## config.mk

```make
export PLATFORM = sky130hd
export DESIGN_NAME = store_taint_commit
export DESIGN_NICKNAME = d
export VERILOG_FILES = /design/src/rtl/tcu_pkg.sv /design/src/rtl/tcu_addr.sv /design/src/rtl/tcu_merge.sv /design/src/rtl/tcu_ctrl.sv /design/src/rtl/store_taint_commit.sv
export SDC_FILE = /design/constraint.sdc
export NUM_CORES = 1
export LEC_CHECK = 0
export ABC_CLOCK_PERIOD_IN_PS = 5900
export BUFFER_PORTS_ARGS = -buffer_cell sky130_fd_sc_hd__buf_2
export CORE_ASPECT_RATIO = 1.4
export CORE_MARGIN = 10
export CORE_UTILIZATION = 35
export DETAILED_ROUTE_END_ITERATION = 6
export MAX_ROUTING_LAYER = met4
export SLEW_MARGIN = 5
export SYNTH_ARGS = -nofsm -noshare
export SYNTH_HDL_FRONTEND = slang
export SYNTH_SLANG_ARGS = --single-unit
```

## constraint.sdc

```tcl
create_clock -name clk -period 5.9 [get_ports clk]
set_clock_uncertainty 0.05 [all_clocks]
set_input_delay 0.59 -clock clk [delete_from_list [all_inputs] [get_ports clk]]
set_output_delay 0.59 -clock clk [all_outputs]
set_load 0.02 [all_outputs]
```

## src/rtl/tcu_pkg.sv

```systemverilog
package tcu_pkg;
  localparam int TBYTE_W = 8;

  function automatic logic [1:0] tw_shift(input logic [2:0] code);
    logic [1:0] s;
    if (code >= 3'd4) s = 2'd3;
    else if (code == 3'd0) s = 2'd0;
    else s = code[1:0] - 2'd1;
    return s;
  endfunction

  function automatic logic [TBYTE_W-1:0] tw_mask(input logic [2:0] code);
    logic [TBYTE_W-1:0] m;
    if (code == 3'd0) m = '0;
    else m = (TBYTE_W'(1) << (1 << tw_shift(code))) - TBYTE_W'(1);
    return m;
  endfunction
endpackage

```

## src/rtl/tcu_addr.sv

```systemverilog
module tcu_addr
  import tcu_pkg::*;
#(
  parameter int ADDR_W     = 32,
  parameter int WORD_BYTES = 4
) (
  input  logic [ADDR_W-1:0] addr,
  input  logic [ADDR_W-1:0] base,
  input  logic [2:0]        code,
  output logic [ADDR_W-1:0] taddr,
  output logic [2:0]        off
);
  localparam int WSH   = $clog2(WORD_BYTES);
  localparam int BIT_W = ADDR_W + 3;

  logic [BIT_W-1:0] word_idx;
  logic [BIT_W-1:0] bit_idx;
  logic [BIT_W-1:0] byte_idx;

  always_comb begin
    word_idx = BIT_W'(addr >> WSH);
    bit_idx  = word_idx << tw_shift(code);
    byte_idx = bit_idx >> 3;
    off      = bit_idx[2:0];
    taddr    = base + byte_idx[ADDR_W-1:0];
  end
endmodule

```

## src/rtl/tcu_merge.sv

```systemverilog
module tcu_merge
  import tcu_pkg::*;
(
  input  logic [TBYTE_W-1:0] rdata,
  input  logic [TBYTE_W-1:0] new_taint,
  input  logic [2:0]         code,
  input  logic [2:0]         off,
  output logic [TBYTE_W-1:0] wdata,
  output logic               silent
);
  logic [TBYTE_W-1:0] mask;
  logic [TBYTE_W-1:0] fmask;
  logic [TBYTE_W-1:0] old_t;
  logic [TBYTE_W-1:0] new_t;

  always_comb begin
    mask   = tw_mask(code);
    fmask  = mask << off;
    old_t  = (rdata >> off) & mask;
    new_t  = new_taint & mask;
    silent = (old_t == new_t);
    wdata  = (rdata & ~fmask) | (new_t << off);
  end

  // Neighbouring packed taints survive the merge
  always_comb begin
    assert_neighbours_kept_R3: assert (((wdata ^ rdata) & ~fmask) == '0);
  end
endmodule

```

## src/rtl/tcu_ctrl.sv

```systemverilog
module tcu_ctrl
  import tcu_pkg::*;
#(
  parameter int ADDR_W = 32
) (
  input  logic               clk,
  input  logic               rst_n,
  input  logic               st_valid,
  input  logic               dc_hit,
  input  logic               tc_hit,
  input  logic               enable,
  input  logic               silent,
  input  logic [ADDR_W-1:0]  taddr,
  input  logic [TBYTE_W-1:0] mdata,
  output logic               st_stall,
  output logic               dc_we,
  output logic               tc_we,
  output logic [ADDR_W-1:0]  tc_waddr,
  output logic [TBYTE_W-1:0] tc_wdata
);
  logic               can_commit;
  logic               dc_we_d;
  logic               tc_we_d;
  logic [ADDR_W-1:0]  waddr_d;
  logic [TBYTE_W-1:0] wdata_d;
  logic               upd_en;

  always_comb begin
    can_commit = st_valid & dc_hit & (~enable | tc_hit);
    st_stall   = st_valid & ~can_commit;
    dc_we_d    = can_commit;
    tc_we_d    = can_commit & enable & ~silent;
    upd_en     = tc_we_d;
    waddr_d    = taddr;
    wdata_d    = mdata;
  end

  always_ff @(posedge clk or negedge rst_n) begin
    if (!rst_n) begin
      dc_we <= 1'b0;
      tc_we <= 1'b0;
    end else begin
      dc_we <= dc_we_d;
      tc_we <= tc_we_d;
    end
  end

  always_ff @(posedge clk or negedge rst_n) begin
    if (!rst_n) begin
      tc_waddr <= '0;
      tc_wdata <= '0;
    end else if (upd_en) begin
      tc_waddr <= waddr_d;
      tc_wdata <= wdata_d;
    end
  end

  assert_both_hit_R5: assert property (@(posedge clk) disable iff (!rst_n)
    (st_valid && dc_hit && tc_hit) |=> dc_we);
  assert_miss_blocks_R6: assert property (@(posedge clk) disable iff (!rst_n)
    (st_valid && (!dc_hit || (enable && !tc_hit))) |=> (!dc_we && !tc_we));
  assert_no_spec_R9: assert property (@(posedge clk) disable iff (!rst_n)
    !st_valid |=> (!dc_we && !tc_we));
  assert_disabled_R8: assert property (@(posedge clk) disable iff (!rst_n)
    !enable |=> !tc_we);
  assert_silent_R4: assert property (@(posedge clk) disable iff (!rst_n)
    (enable && silent) |=> !tc_we);
  assert_pair_R5: assert property (@(posedge clk) disable iff (!rst_n)
    tc_we |-> dc_we);
endmodule

```

## src/rtl/store_taint_commit.sv

```systemverilog
module store_taint_commit
  import tcu_pkg::*;
#(
  parameter int ADDR_W     = 32,
  parameter int WORD_BYTES = 4
) (
  input  logic               clk,
  input  logic               rst_n,
  input  logic               st_valid,
  input  logic [ADDR_W-1:0]  st_addr,
  input  logic [TBYTE_W-1:0] st_taint,
  input  logic [2:0]         cfg_tw,
  input  logic [ADDR_W-1:0]  cfg_base,
  input  logic               dc_hit,
  input  logic               tc_hit,
  input  logic [TBYTE_W-1:0] tc_rdata,
  output logic [ADDR_W-1:0]  tc_addr,
  output logic               st_stall,
  output logic               dc_we,
  output logic               tc_we,
  output logic [ADDR_W-1:0]  tc_waddr,
  output logic [TBYTE_W-1:0] tc_wdata
);
  logic [2:0]         off;
  logic [TBYTE_W-1:0] mdata;
  logic               silent;
  logic               enable;

  assign enable = (cfg_tw != 3'd0);

  tcu_addr #(.ADDR_W(ADDR_W), .WORD_BYTES(WORD_BYTES)) u_addr (
    .addr(st_addr), .base(cfg_base), .code(cfg_tw),
    .taddr(tc_addr), .off(off)
  );

  tcu_merge u_merge (
    .rdata(tc_rdata), .new_taint(st_taint), .code(cfg_tw), .off(off),
    .wdata(mdata), .silent(silent)
  );

  tcu_ctrl #(.ADDR_W(ADDR_W)) u_ctrl (
    .clk(clk), .rst_n(rst_n), .st_valid(st_valid),
    .dc_hit(dc_hit), .tc_hit(tc_hit), .enable(enable), .silent(silent),
    .taddr(tc_addr), .mdata(mdata),
    .st_stall(st_stall), .dc_we(dc_we), .tc_we(tc_we),
    .tc_waddr(tc_waddr), .tc_wdata(tc_wdata)
  );

  // Stall mirrors an uncommitted store
  always_comb begin
    assert_stall_needs_store_R7: assert (!st_stall || st_valid);
  end
endmodule

```

==> impl_metrics.yaml <==
clocking:
  numCtsBuffers: 5
  cts_setup_buffers: 0
  cts_root_buffer: "clkbuf_16"
  clkSlewWorstSetupHoldPaths_ns: 0.07
  clock_latency_ns: 0.29
  cts_tree: "yes"
  cts.sinks: 42
  cts_max_path_buffers: 2
  h-tree-depth: 2
  ctsHoldBuffers: 0
yosys:
  synth_common_cells: "mux2i_1 (56), dfrtp_1 (42), nor2_1 (41), a21oi_1 (33), o21ai_0 (33)"
  ys_ff_latch: 42
  synth.lib_cells_used.distinct: 63
  async_reset_ff_share_pct: 100.0
  synth_ff_type: "dfrtp_1"
  yosys_warnings: 0
  synth_nets: 638
  synth_top_area_share_pct: 22.26
  synth_top_cells_by_area: "dfrtp_1 (22%), mux2i_1 (12%), mux2_4 (9.9%)"
  seq_area_frac_synth_pct: 22.26
  syn_avg_cell_area_sq_um: 9.116
  yosysMostFrequentCell: "mux2i_1"
  synth_edf_count: 0
  syn_inst: 518
  yosysTopAreaCell: "dfrtp_1"
  syn-cell-area_sq_um: 4722
setup_path:
  crit_fanout: 9
  cp_top_family: "compound AO/OA/AOI/OAI gates"
  crit_type: "primary input to output pin"
  cp-start-kind: "primary input"
  arrival_ns: 4.86
  cp-startpoint: "cfg_tw[0]"
  crit_required_ns: 5.26
  end_kind: "output pin"
  cp.buffers_inverters: 5
  crit_chain: "buf_2, inv_1, ha_1, nor2_1, or2_2, o21ai_0, ha_1, inv_1, fa_1, nor2b_1, o2111ai_1, a2111oi_2, buf_4, o2111a_1, o211a_1, o21ai_1, o31a_1, or3_1, nand2_1, buf_2"
  critical_path.slowest_cell: "fa_1"
  timing.rr.start: "u_ctrl.tc_waddr[15]$_DFFE_PN0P_"
  critPathMaxStageDelay_ns: 0.39
power_and_ir_drop:
  p_leak_nw: 2.978
  irDropWorstVdd_v: 0.0001857
  total_power_mw: 2.020
  p_per_area_nw_per_um2: 343.3
floorplan:
  initial_core_util_pct: 35.44
  core-area_sq_um: 13330
  die_h_um: 157.4
  rows: 50
  io_pins: 163
  die_x_um: 118.2
  die-area_sq_um: 18600
cells_and_area:
  area_growth_pct: 24.64
  final_util_pct: 44.17
  fin_nets: 795
  drive_gt1_share_pct: 33.73
  final_area_sq_um: 5886
  diodes: 0
  stdcell_count: 858
global_routing:
  grtUsageTotal_pct: 16.99
  first_global_vias: 4862
  grt_overflow: 0
  grt_pass1_wl_um: 25320
  antenna_found_initial: 0
  grt_start_max_net_pins: 43
route:
  wl_per_cell_um: 18.47
  drc: 0
  vias_per_cell: 5.402
  drt_iter0_drc: 260
  wl_um: 15850
  drtPass1Iterations: 4
  antenna_left: 0
  vias: 4635
sta:
  worst_pin_slew_ns: 1.049
  report.final.slew_viol_count: 0
  setup-violations-final: 0
  period_share_pct: 93.30
  final.setup.worst_slack_ns: 0.3954
  period_needed_ns: 5.505
  hold_violations: 0
  rsz0062_at_grt: "false"
  max_slew_margin_pct: 30.07
  fmax_mhz: 181.7
  setup_tns_ns: 0
  whs_ns: 0.4378
placement:
  dpl_worst_slack_ns: 0.3917
  numPortBuffers: 160
  gp_congestion: 0.9442
  postPlaceCellArea_sq_um: 5734
  dp_hpwl_um: 13180
  placedCellCount: 850
job:
  drv_cap: 0
hold_path:
  hp-class: "primary input to asynchronous set/reset pin"
status:
  status: "completed"
power breakdown:
| group | switching, mW | total, mW | internal [mW] |
|---|---|---|---|
| registers | 0.0699 | 0.488 | 0.419 |
| clock network | 0.134 | 0.291 | 0.157 |
| logic | 0.719 | 1.24 | 0.522 |
| total | 0.922 | 2.02 | 1.10 |
per-layer routing:
layer  global-route usage [%]  up-vias  part of all wire, %
li1                         -     2259                    -
met1                    19.54     2190                   43
met2                    30.28      163                   52
met3                    1.972       23                  2.8
met4                    5.254        0                  2.0
met5                        -        -                    0
state kept, by name (all words and copies together), names as in the netlist:
name             cells
u_ctrl.dc_we         1
u_ctrl.tc_waddr     32
u_ctrl.tc_wdata      8
u_ctrl.tc_we         1
area by class of cell:
| class | instances | area [sq um] |
|---|---|---|
| clock buffer | 5 | 125.1 |
| clock inverter | 3 | 21.27 |
| fill | 1367 | 7440 |
| inverter | 20 | 75.07 |
| multi-input combinational | 435 | 3477 |
| sequential | 42 | 1051 |
| tap | 182 | 227.7 |
| timing repair buffer | 171 | 908.4 |
logic make-up (layout without fill, tap and decap cells):
group,count (synthesis),in the layout,share of synthesized area [%]
flops,42,42,22.26
fa+ha+maj,32,32,8.638
mux,92,92,24.11
simple gates,132,132,14.23
compound gates,151,151,21.12
xor+xnor,28,28,5.194
buf+inv,41,199,4.451
placed cells by master (no fill, tap or decap), drive strengths merged, types with 6 or more instances in the layout:
| master | instances |
|---|---|
| o211ai | 10 |
| xnor2 | 19 |
| nor2 | 41 |
| inv | 20 |
| xor2 | 9 |
| o21ai | 35 |
| a31oi | 8 |
| ha | 31 |
| o21a | 10 |
| and2 | 8 |
| nand2 | 25 |
| nand3 | 13 |
| mux2 | 31 |
| a211oi | 6 |
| mux2i | 56 |
| nor3 | 9 |
| a21o | 13 |
| dfrtp | 42 |
| a21oi | 35 |
| buf | 171 |
repair_timing:
action | CTS | global route
endpoints found under the hold margin | 0 | 0
gates resized for setup | 0 | 1
endpoints found under the setup margin | 0 | 1
worst paths after layout:
| check | cells past startpoint | end | slack, ns |
|---|---|---|---|
| max in group asynchronous | 1 | u_ctrl.tc_waddr[28]$_DFFE_PN0P_ | 4.72 |
| min in group clk | 1 | u_ctrl.tc_wdata[1]$_DFFE_PN0P_ | 0.45 |
| hold reg to reg | 1 | u_ctrl.tc_wdata[1]$_DFFE_PN0P_ | 0.45 |
| setup / recovery | 20 | tc_addr[30] | 0.40 |
| setup reg to reg | 1 | u_ctrl.tc_waddr[15]$_DFFE_PN0P_ | 5.08 |
| hold / removal | 1 | u_ctrl.tc_waddr[3]$_DFFE_PN0P_ | 0.44 |
(Power assumes the default switching activity.)
